### src/rtl/dr_pkg.sv
package dr_pkg;
    localparam int ROWS    = 5;
    localparam int DATA_W  = 5;
    localparam int WORD_W  = 8;
    localparam int OP_W    = 3;

    localparam logic [OP_W-1:0] OP_PTR  = 3'b101;
    localparam logic [OP_W-1:0] OP_CTRL = 3'b110;
    localparam logic [OP_W-1:0] OP_NOP  = 3'b111;
endpackage

### src/rtl/dr_shift_rx.sv
module dr_shift_rx
    import dr_pkg::*;
(
    input  logic              clk,
    input  logic              rst_n,
    input  logic              frame_n,
    input  logic              sck,
    input  logic              sdi,
    output logic [WORD_W-1:0] word,
    output logic              strobe
);
    typedef struct packed {
        logic [WORD_W-1:0] sr;
        logic              sck;
        logic              frm;
    } rx_t;

    rx_t s_d, s_q;

    always_comb begin
        s_d     = s_q;
        s_d.sck = sck;
        s_d.frm = frame_n;
        if (!frame_n && s_q.frm) begin
            s_d.sr = '0;
        end else if (!frame_n && sck && !s_q.sck) begin
            s_d.sr = {sdi, s_q.sr[WORD_W-1:1]};
        end
    end

    always_ff @(posedge clk or negedge rst_n) begin
        if (!rst_n) begin
            s_q <= '{sr: '0, sck: 1'b0, frm: 1'b1};
        end else begin
            s_q <= s_d;
        end
    end

    assign word   = s_q.sr;
    assign strobe = frame_n && !s_q.frm;

    AST_SHIFT_FROZEN_HIGH: assert property (@(posedge clk) disable iff (!rst_n)
        frame_n |=> $stable(s_q.sr));
endmodule

### src/rtl/dr_store.sv
module dr_store
    import dr_pkg::*;
#(
    parameter int NCHAR = 8,
    localparam int CW   = $clog2(NCHAR),
    localparam int NENT = NCHAR * ROWS
) (
    input  logic              clk,
    input  logic              rst_n,
    input  logic              strobe,
    input  logic [WORD_W-1:0] word,
    input  logic [CW-1:0]     scan_char,
    input  logic [2:0]        scan_row,
    input  logic [CW-1:0]     rd_char,
    input  logic [2:0]        rd_row,
    output logic [DATA_W-1:0] scan_cols,
    output logic [DATA_W-1:0] rd_cols,
    output logic [DATA_W-1:0] ctrl_word
);
    typedef struct packed {
        logic [NENT-1:0][DATA_W-1:0] mem;
        logic [DATA_W-1:0]           ptr;
        logic [DATA_W-1:0]           ctrl;
    } st_t;

    st_t s_d, s_q;

    logic [OP_W-1:0]   op;
    logic [DATA_W-1:0] pay;
    assign op  = word[WORD_W-1 -: OP_W];
    assign pay = word[DATA_W-1:0];

    function automatic int ent_idx(input logic [CW-1:0] c, input logic [2:0] r);
        return int'(c) * ROWS + int'(r);
    endfunction

    always_comb begin
        s_d = s_q;
        if (strobe) begin
            if (op == OP_PTR) begin
                s_d.ptr = pay;
            end else if (op == OP_CTRL) begin
                s_d.ctrl = pay;
            end else if (int'(op) < ROWS) begin
                s_d.mem[ent_idx(s_q.ptr[CW-1:0], op)] = pay;
            end
        end
    end

    always_ff @(posedge clk or negedge rst_n) begin
        if (!rst_n) begin
            s_q <= '0;
        end else begin
            s_q <= s_d;
        end
    end

    always_comb begin
        scan_cols = '0;
        rd_cols   = '0;
        if (int'(scan_row) < ROWS) scan_cols = s_q.mem[ent_idx(scan_char, scan_row)];
        if (int'(rd_row) < ROWS)   rd_cols   = s_q.mem[ent_idx(rd_char, rd_row)];
    end

    assign ctrl_word = s_q.ctrl;

    AST_PTR_ONLY_BY_CMD: assert property (@(posedge clk) disable iff (!rst_n)
        !(strobe && op == OP_PTR) |=> $stable(s_q.ptr));
    AST_CTRL_LOADED: assert property (@(posedge clk) disable iff (!rst_n)
        (strobe && op == OP_CTRL) |=> (ctrl_word == $past(pay)));
    AST_NOP_INERT: assert property (@(posedge clk) disable iff (!rst_n)
        (strobe && op == OP_NOP) |=> ($stable(s_q.mem) && $stable(s_q.ptr) && $stable(ctrl_word)));
endmodule

### src/rtl/dr_scan.sv
module dr_scan
    import dr_pkg::*;
#(
    parameter int NCHAR = 8,
    parameter int DIV   = 320,
    localparam int CW   = $clog2(NCHAR),
    localparam int DW   = $clog2(DIV)
) (
    input  logic             clk,
    input  logic             rst_n,
    input  logic             tick,
    output logic [2:0]       row,
    output logic [CW-1:0]    chr,
    output logic [ROWS-1:0]  row_hot
);
    typedef struct packed {
        logic [DW-1:0] cnt;
        logic [2:0]    row;
        logic [CW-1:0] chr;
    } sc_t;

    sc_t s_d, s_q;
    logic step;

    assign step = tick && (int'(s_q.cnt) == DIV - 1);

    always_comb begin
        s_d = s_q;
        if (tick) begin
            s_d.cnt = step ? '0 : s_q.cnt + 1'b1;
        end
        if (step) begin
            if (int'(s_q.row) == ROWS - 1) begin
                s_d.row = '0;
                s_d.chr = (int'(s_q.chr) == NCHAR - 1) ? '0 : s_q.chr + 1'b1;
            end else begin
                s_d.row = s_q.row + 1'b1;
            end
        end
    end

    always_ff @(posedge clk or negedge rst_n) begin
        if (!rst_n) begin
            s_q <= '0;
        end else begin
            s_q <= s_d;
        end
    end

    assign row = s_q.row;
    assign chr = s_q.chr;

    generate
        for (genvar r = 0; r < ROWS; r++) begin : g_hot
            assign row_hot[r] = (int'(s_q.row) == r);
        end
    endgenerate

    AST_ROW_ONE_HOT: assert property (@(posedge clk) disable iff (!rst_n)
        $countones(row_hot) == 1);
    AST_PRESCALE_RANGE: assert property (@(posedge clk) disable iff (!rst_n)
        int'(s_q.cnt) < DIV);
    AST_CHAR_ADVANCE: assert property (@(posedge clk) disable iff (!rst_n)
        (step && int'(row) == ROWS - 1) |=> (row == '0 && chr != $past(chr)));
endmodule

### src/rtl/disp_ram_rx.sv
module disp_ram_rx
    import dr_pkg::*;
#(
    parameter int NCHAR = 8,
    parameter int DIV   = 320,
    localparam int CW   = $clog2(NCHAR)
) (
    input  logic              clk,
    input  logic              rst_n,
    input  logic              frame_n,
    input  logic              sck,
    input  logic              sdi,
    input  logic              mux_tick,
    output logic [ROWS-1:0]   row_hot,
    output logic [DATA_W-1:0] col_out,
    output logic [CW-1:0]     scan_char,
    output logic [DATA_W-1:0] ctrl_word,
    input  logic [CW-1:0]     rd_char,
    input  logic [2:0]        rd_row,
    output logic [DATA_W-1:0] rd_cols
);
    logic [WORD_W-1:0] word;
    logic              strobe;
    logic [2:0]        scan_row;

    dr_shift_rx u_rx (
        .clk     (clk),
        .rst_n   (rst_n),
        .frame_n (frame_n),
        .sck     (sck),
        .sdi     (sdi),
        .word    (word),
        .strobe  (strobe)
    );

    dr_store #(.NCHAR(NCHAR)) u_store (
        .clk       (clk),
        .rst_n     (rst_n),
        .strobe    (strobe),
        .word      (word),
        .scan_char (scan_char),
        .scan_row  (scan_row),
        .rd_char   (rd_char),
        .rd_row    (rd_row),
        .scan_cols (col_out),
        .rd_cols   (rd_cols),
        .ctrl_word (ctrl_word)
    );

    dr_scan #(.NCHAR(NCHAR), .DIV(DIV)) u_scan (
        .clk     (clk),
        .rst_n   (rst_n),
        .tick    (mux_tick),
        .row     (scan_row),
        .chr     (scan_char),
        .row_hot (row_hot)
    );
endmodule

### config.mk
export PLATFORM = sky130hd
export DESIGN_NAME = disp_ram_rx
export DESIGN_NICKNAME = d
export VERILOG_FILES = /design/src/rtl/dr_pkg.sv /design/src/rtl/dr_shift_rx.sv /design/src/rtl/dr_store.sv /design/src/rtl/dr_scan.sv /design/src/rtl/disp_ram_rx.sv
export SDC_FILE = /design/constraint.sdc
export NUM_CORES = 1
export LEC_CHECK = 0
export ABC_AREA = 1
export BUFFER_PORTS_ARGS = -buffer_cell sky130_fd_sc_hd__buf_2
export CAP_MARGIN = 0
export CORE_MARGIN = 3
export CORE_UTILIZATION = 55
export CTS_BUF_LIST = sky130_fd_sc_hd__clkbuf_2 sky130_fd_sc_hd__clkbuf_4 sky130_fd_sc_hd__clkbuf_8
export DETAILED_ROUTE_END_ITERATION = 10
export GPL_TIMING_DRIVEN = 1
export PLACE_DENSITY = 0.83
export REMOVE_ABC_BUFFERS = 1
export SYNTH_ARGS = -nofsm -noshare
export SYNTH_HDL_FRONTEND = slang
export SYNTH_SLANG_ARGS = --single-unit
### constraint.sdc
create_clock -name clk -period 2.8 [get_ports clk]
set_clock_uncertainty 0.05 [all_clocks]
set_input_delay 0.56 -clock clk [delete_from_list [all_inputs] [get_ports clk]]
set_output_delay 0.56 -clock clk [all_outputs]
set_load 0.005 [all_outputs]
==> summary.md <==
| Metric | Value |
|---|---|
| Status | finished with violations |
| Failing checks | negative setup slack |
| Synth async-reset ratio | 100.0% |
| Final Setup Violations | 10 |
| Fin. max-slew vios | 0 |
| Initial core utilization | between 50% and 60% |
| Yosys top cell area share | approximately two fifths |
| GRT overflow | 0 |
| Total number of H-tree levels | 2 |
| Setup WS post-layout | -737.9 ps |
| Top FF cell, synth | dfrtp_1 |
| Clk pwr share | roughly 41% |
| Power Density | just under 500 mW/mm^2 |
| WS Path Type | flip-flop to output port |
| Fin Setup TNS | -5263 ps |
| Post-Synthesis Cells | around 2200 |
| First-pass GRT wire length | roughly 76000 um |
| Worst min path class | input pin to flip-flop |
| Die area | 0.02840 mm^2 |
| Port Buffer Count | 34 |
| Synthesized flop and latch total | 233 |
| TritonCTS buffer count | 40 |
| RSZ-0062 raised after global routing | true |
| Root buf cell | clkbuf_8 |
| Num rows | 58 |
| Cell Area, Synth | between 0.01 and 0.015 mm^2 |
| Clock Latency Late Sink | about 550 ps |
| Nets | between 2000 and 2500 |
| Max VDD drop | ~0.57 mV |
| Synth area leaders | dfrtp_1 (40%), nand2_1 (27%), nand3_1 (15%) |
| Crit-path max FO | 21 |
| Ports | 35 |
| Max-Cap Viols | 0 |
| Cell taking the most area after synthesis | dfrtp_1 |
| CTS sink count | around 230 |
| Leak | about 9 nW |
| CTS clk-pin slew, worst paths | about 60 ps |
| DR DRC count | 0 |
| Core ar. | roughly 0.026 mm^2 |
| Maximum buffer depth of the clock tree | 3 |
| Worst Setup Start Kind | flip-flop |
| Slowest stage cell, crit path | fa_2 |
| Via count of the first global-routing pass | 14589 |
| Worst-path cell chain | ha_4, fa_2, buf_6, nand3_1, nand3_1, nand4_1, nand2_1, nand2_1, a21oi_2, buf_2 |
| DR vias | about 16000 |
| Final number of hold-violating endpoints | 0 |
| Ant diodes | 0 |
| Library cells used by synthesis | 37 |
| Worst Tran Pin Value | around 660 ps |
| Fmax | approximately 280 MHz |
| Initial antenna violation count | 1 |
| Antenna-violating nets left | 0 |
| Tot Pwr | roughly 0.0086 W |
| P_int | 0.006104 W |
| Routed WL per cell | approximately 19 um |
| CTS tree | yes |
| Post-synth top cells | nand2_1 (1049), nand3_1 (428), dfrtp_1 (232), inv_1 (113), clkbuf_1 (83) |
| Sw Pwr | about 0.0025 W |
| Die Y | between 150 and 200 um |
| Pin count of the biggest net entering global routing | 80 |
| Share of cells above drive strength 1 | between 10% and 20% |
| WHS | about 85 ps |
| GRT Total Usage | approximately a third |
| Sequential area share after synthesis | 40.14% |
| Vias per cell | between 5 and 6 |
| Area Overhead vs Synth | 21.40% |
| Comb power frac | a little under a fifth |
| Ys Warns | 0 |
| Die Wd | 168.5 um |
| R2R setup slack | about 110 ps |
| Critical Path Max Stage Delay | a little over 600 ps |
| Period Utilization, post-route | 126.4% |
| Most frequent cell after synthesis | nand2_1 |
| Req. time, crit path | about 2200 ps |
| Slew headroom | a little under three fifths |
| Detail Placement HPWL | 31390 um |
| Crit. End Element | output port |
| CP arrival | 2930 ps |
| Mean Syn Cell Area | between 6 and 7 um^2 |
| Reg power frac | between 40 and 50% |
| Drt pass-1 iters | 8 |
| Initial DRC count | ~1800 |
| Final WL | 48840 um |
| Sw Ratio | 28.93% |
| Post-synth EDFFs | 0 |
| Fin crit period | 3538 ps |
| Gpl congestion | about 1 |
[layout make-up]
class | instances | area (um^2)
sequential | 233 | 5833
clock inverter | 11 | 111.4
inverter | 123 | 479.2
timing repair buffer | 153 | 1798
tap | 330 | 412.9
fill | 2094 | 7906
multi-input combinational | 1702 | 8199
clock buffer | 63 | 804.5
[final timing paths]
check | from | to | depth (start not counted)
max in group asynchronous | rst_n | u_store.s_q[135]$_DFFE_PN0P_ | 3
max | u_scan.chr[0]$_DFFE_PN0P_ | col_out[2] | 10
max reg2reg | u_rx.word[5]$_DFFE_PN0P_ | u_store.s_q[120]$_DFFE_PN0P_ | 13
min in group asynchronous | rst_n | u_store.ctrl_word[4]$_DFFE_PN0P_ | 2
min | sck | u_rx.s_q[1]$_DFF_PN0_ | 1
min reg2reg | u_store.s_q[153]$_DFFE_PN0P_ | u_store.s_q[153]$_DFFE_PN0P_ | 2
[metal layers]
metal	GRT usage, %	wire [um]	up-vias	share of wire, %
li1	-	-	7144	-
met1	45.12	19220	7272	39
met2	51.13	21820	930	45
met3	7.006	5420	190	11
met4	15.83	2381	0	4.9
met5	0	0	-	0
[repair_timing]
action | in CTS | in global routing
gates resized for setup | 106 | 59
endpoints found under the setup margin | 10 | 148
hold endpoints to repair | 74 | 0
hold buffers | 1 | 0
pin swaps | 64 | 49
setup buffers | 10 | 6
cloned | 5 | 4
[power by group through the flow]
stage	registers, W	logic, W	clock network, W
floorplan	0.00354	0.000702	0
global placement	0.00355	0.00124	0
detailed placement	0.00355	0.00126	0
CTS	0.00349	0.00152	0.00353
global route	0.00350	0.00172	0.00368
finish	0.00350	0.00159	0.00350
[critical path: cells and delay by family (launching register included)]
kind	cells	cell delay, ps
DFF	1	440
buffers and inverters	2	390
AOI/OAI and AO/OA	1	180
adders and majority gates	2	800
and+or+nand+nor	5	570
[cell usage in the layout, fill, tap and decap left out, drive strengths merged, types with 4 or more instances in the layout]
| master | netlist | routed |
|---|---|---|
| a21oi | 15 | 15 |
| buf | 60 | 149 |
| clkbuf | 84 | 66 |
| clkinv | 2 | 8 |
| dfrtp | 232 | 232 |
| ha | 26 | 26 |
| inv | 121 | 123 |
| nand2 | 1058 | 1058 |
| nand3 | 428 | 428 |
| nand4 | 14 | 14 |
| nor2 | 49 | 49 |
| nor3 | 15 | 15 |
| o211ai | 18 | 18 |
| o21ai | 61 | 61 |
| o31ai | 4 | 4 |
[sequential cells by signal, indices dropped and copies added (netlist names)]
register           cells
u_store.s_q          203
u_scan.s_q             9
u_rx.word              8
u_store.ctrl_word      5
u_scan.chr             3
u_scan.row             3
u_rx.s_q               2
[cells by family (layout without fill, tap and decap cells)]
kind of cell | count (synthesis) | count (layout) | share of synthesized area, %
AOI/OAI and AO/OA | 103 | 103 | 4.048
xor gates and xnor gates | 4 | 4 | 0.2929
adders and majority gates | 29 | 29 | 2.652
buffers and inverters | 267 | 350 | 7.544
DFF | 233 | 233 | 40.14
and+or+nand+nor | 1566 | 1566 | 45.32
[stage by stage]
stage	util [%]	worst slack [ps]	cells	instance area [um^2]
after floorplan	-	-2100	2058	13890
after global placement	61.48	-472.8	2517	15710
after detailed placement	61.48	-454.3	2517	15710
after CTS	67.71	-701.4	2607	17300
after global routing	69.05	-833.8	2615	17640
final	69.05	-737.9	2615	17640
(Power assumes the default switching activity.)
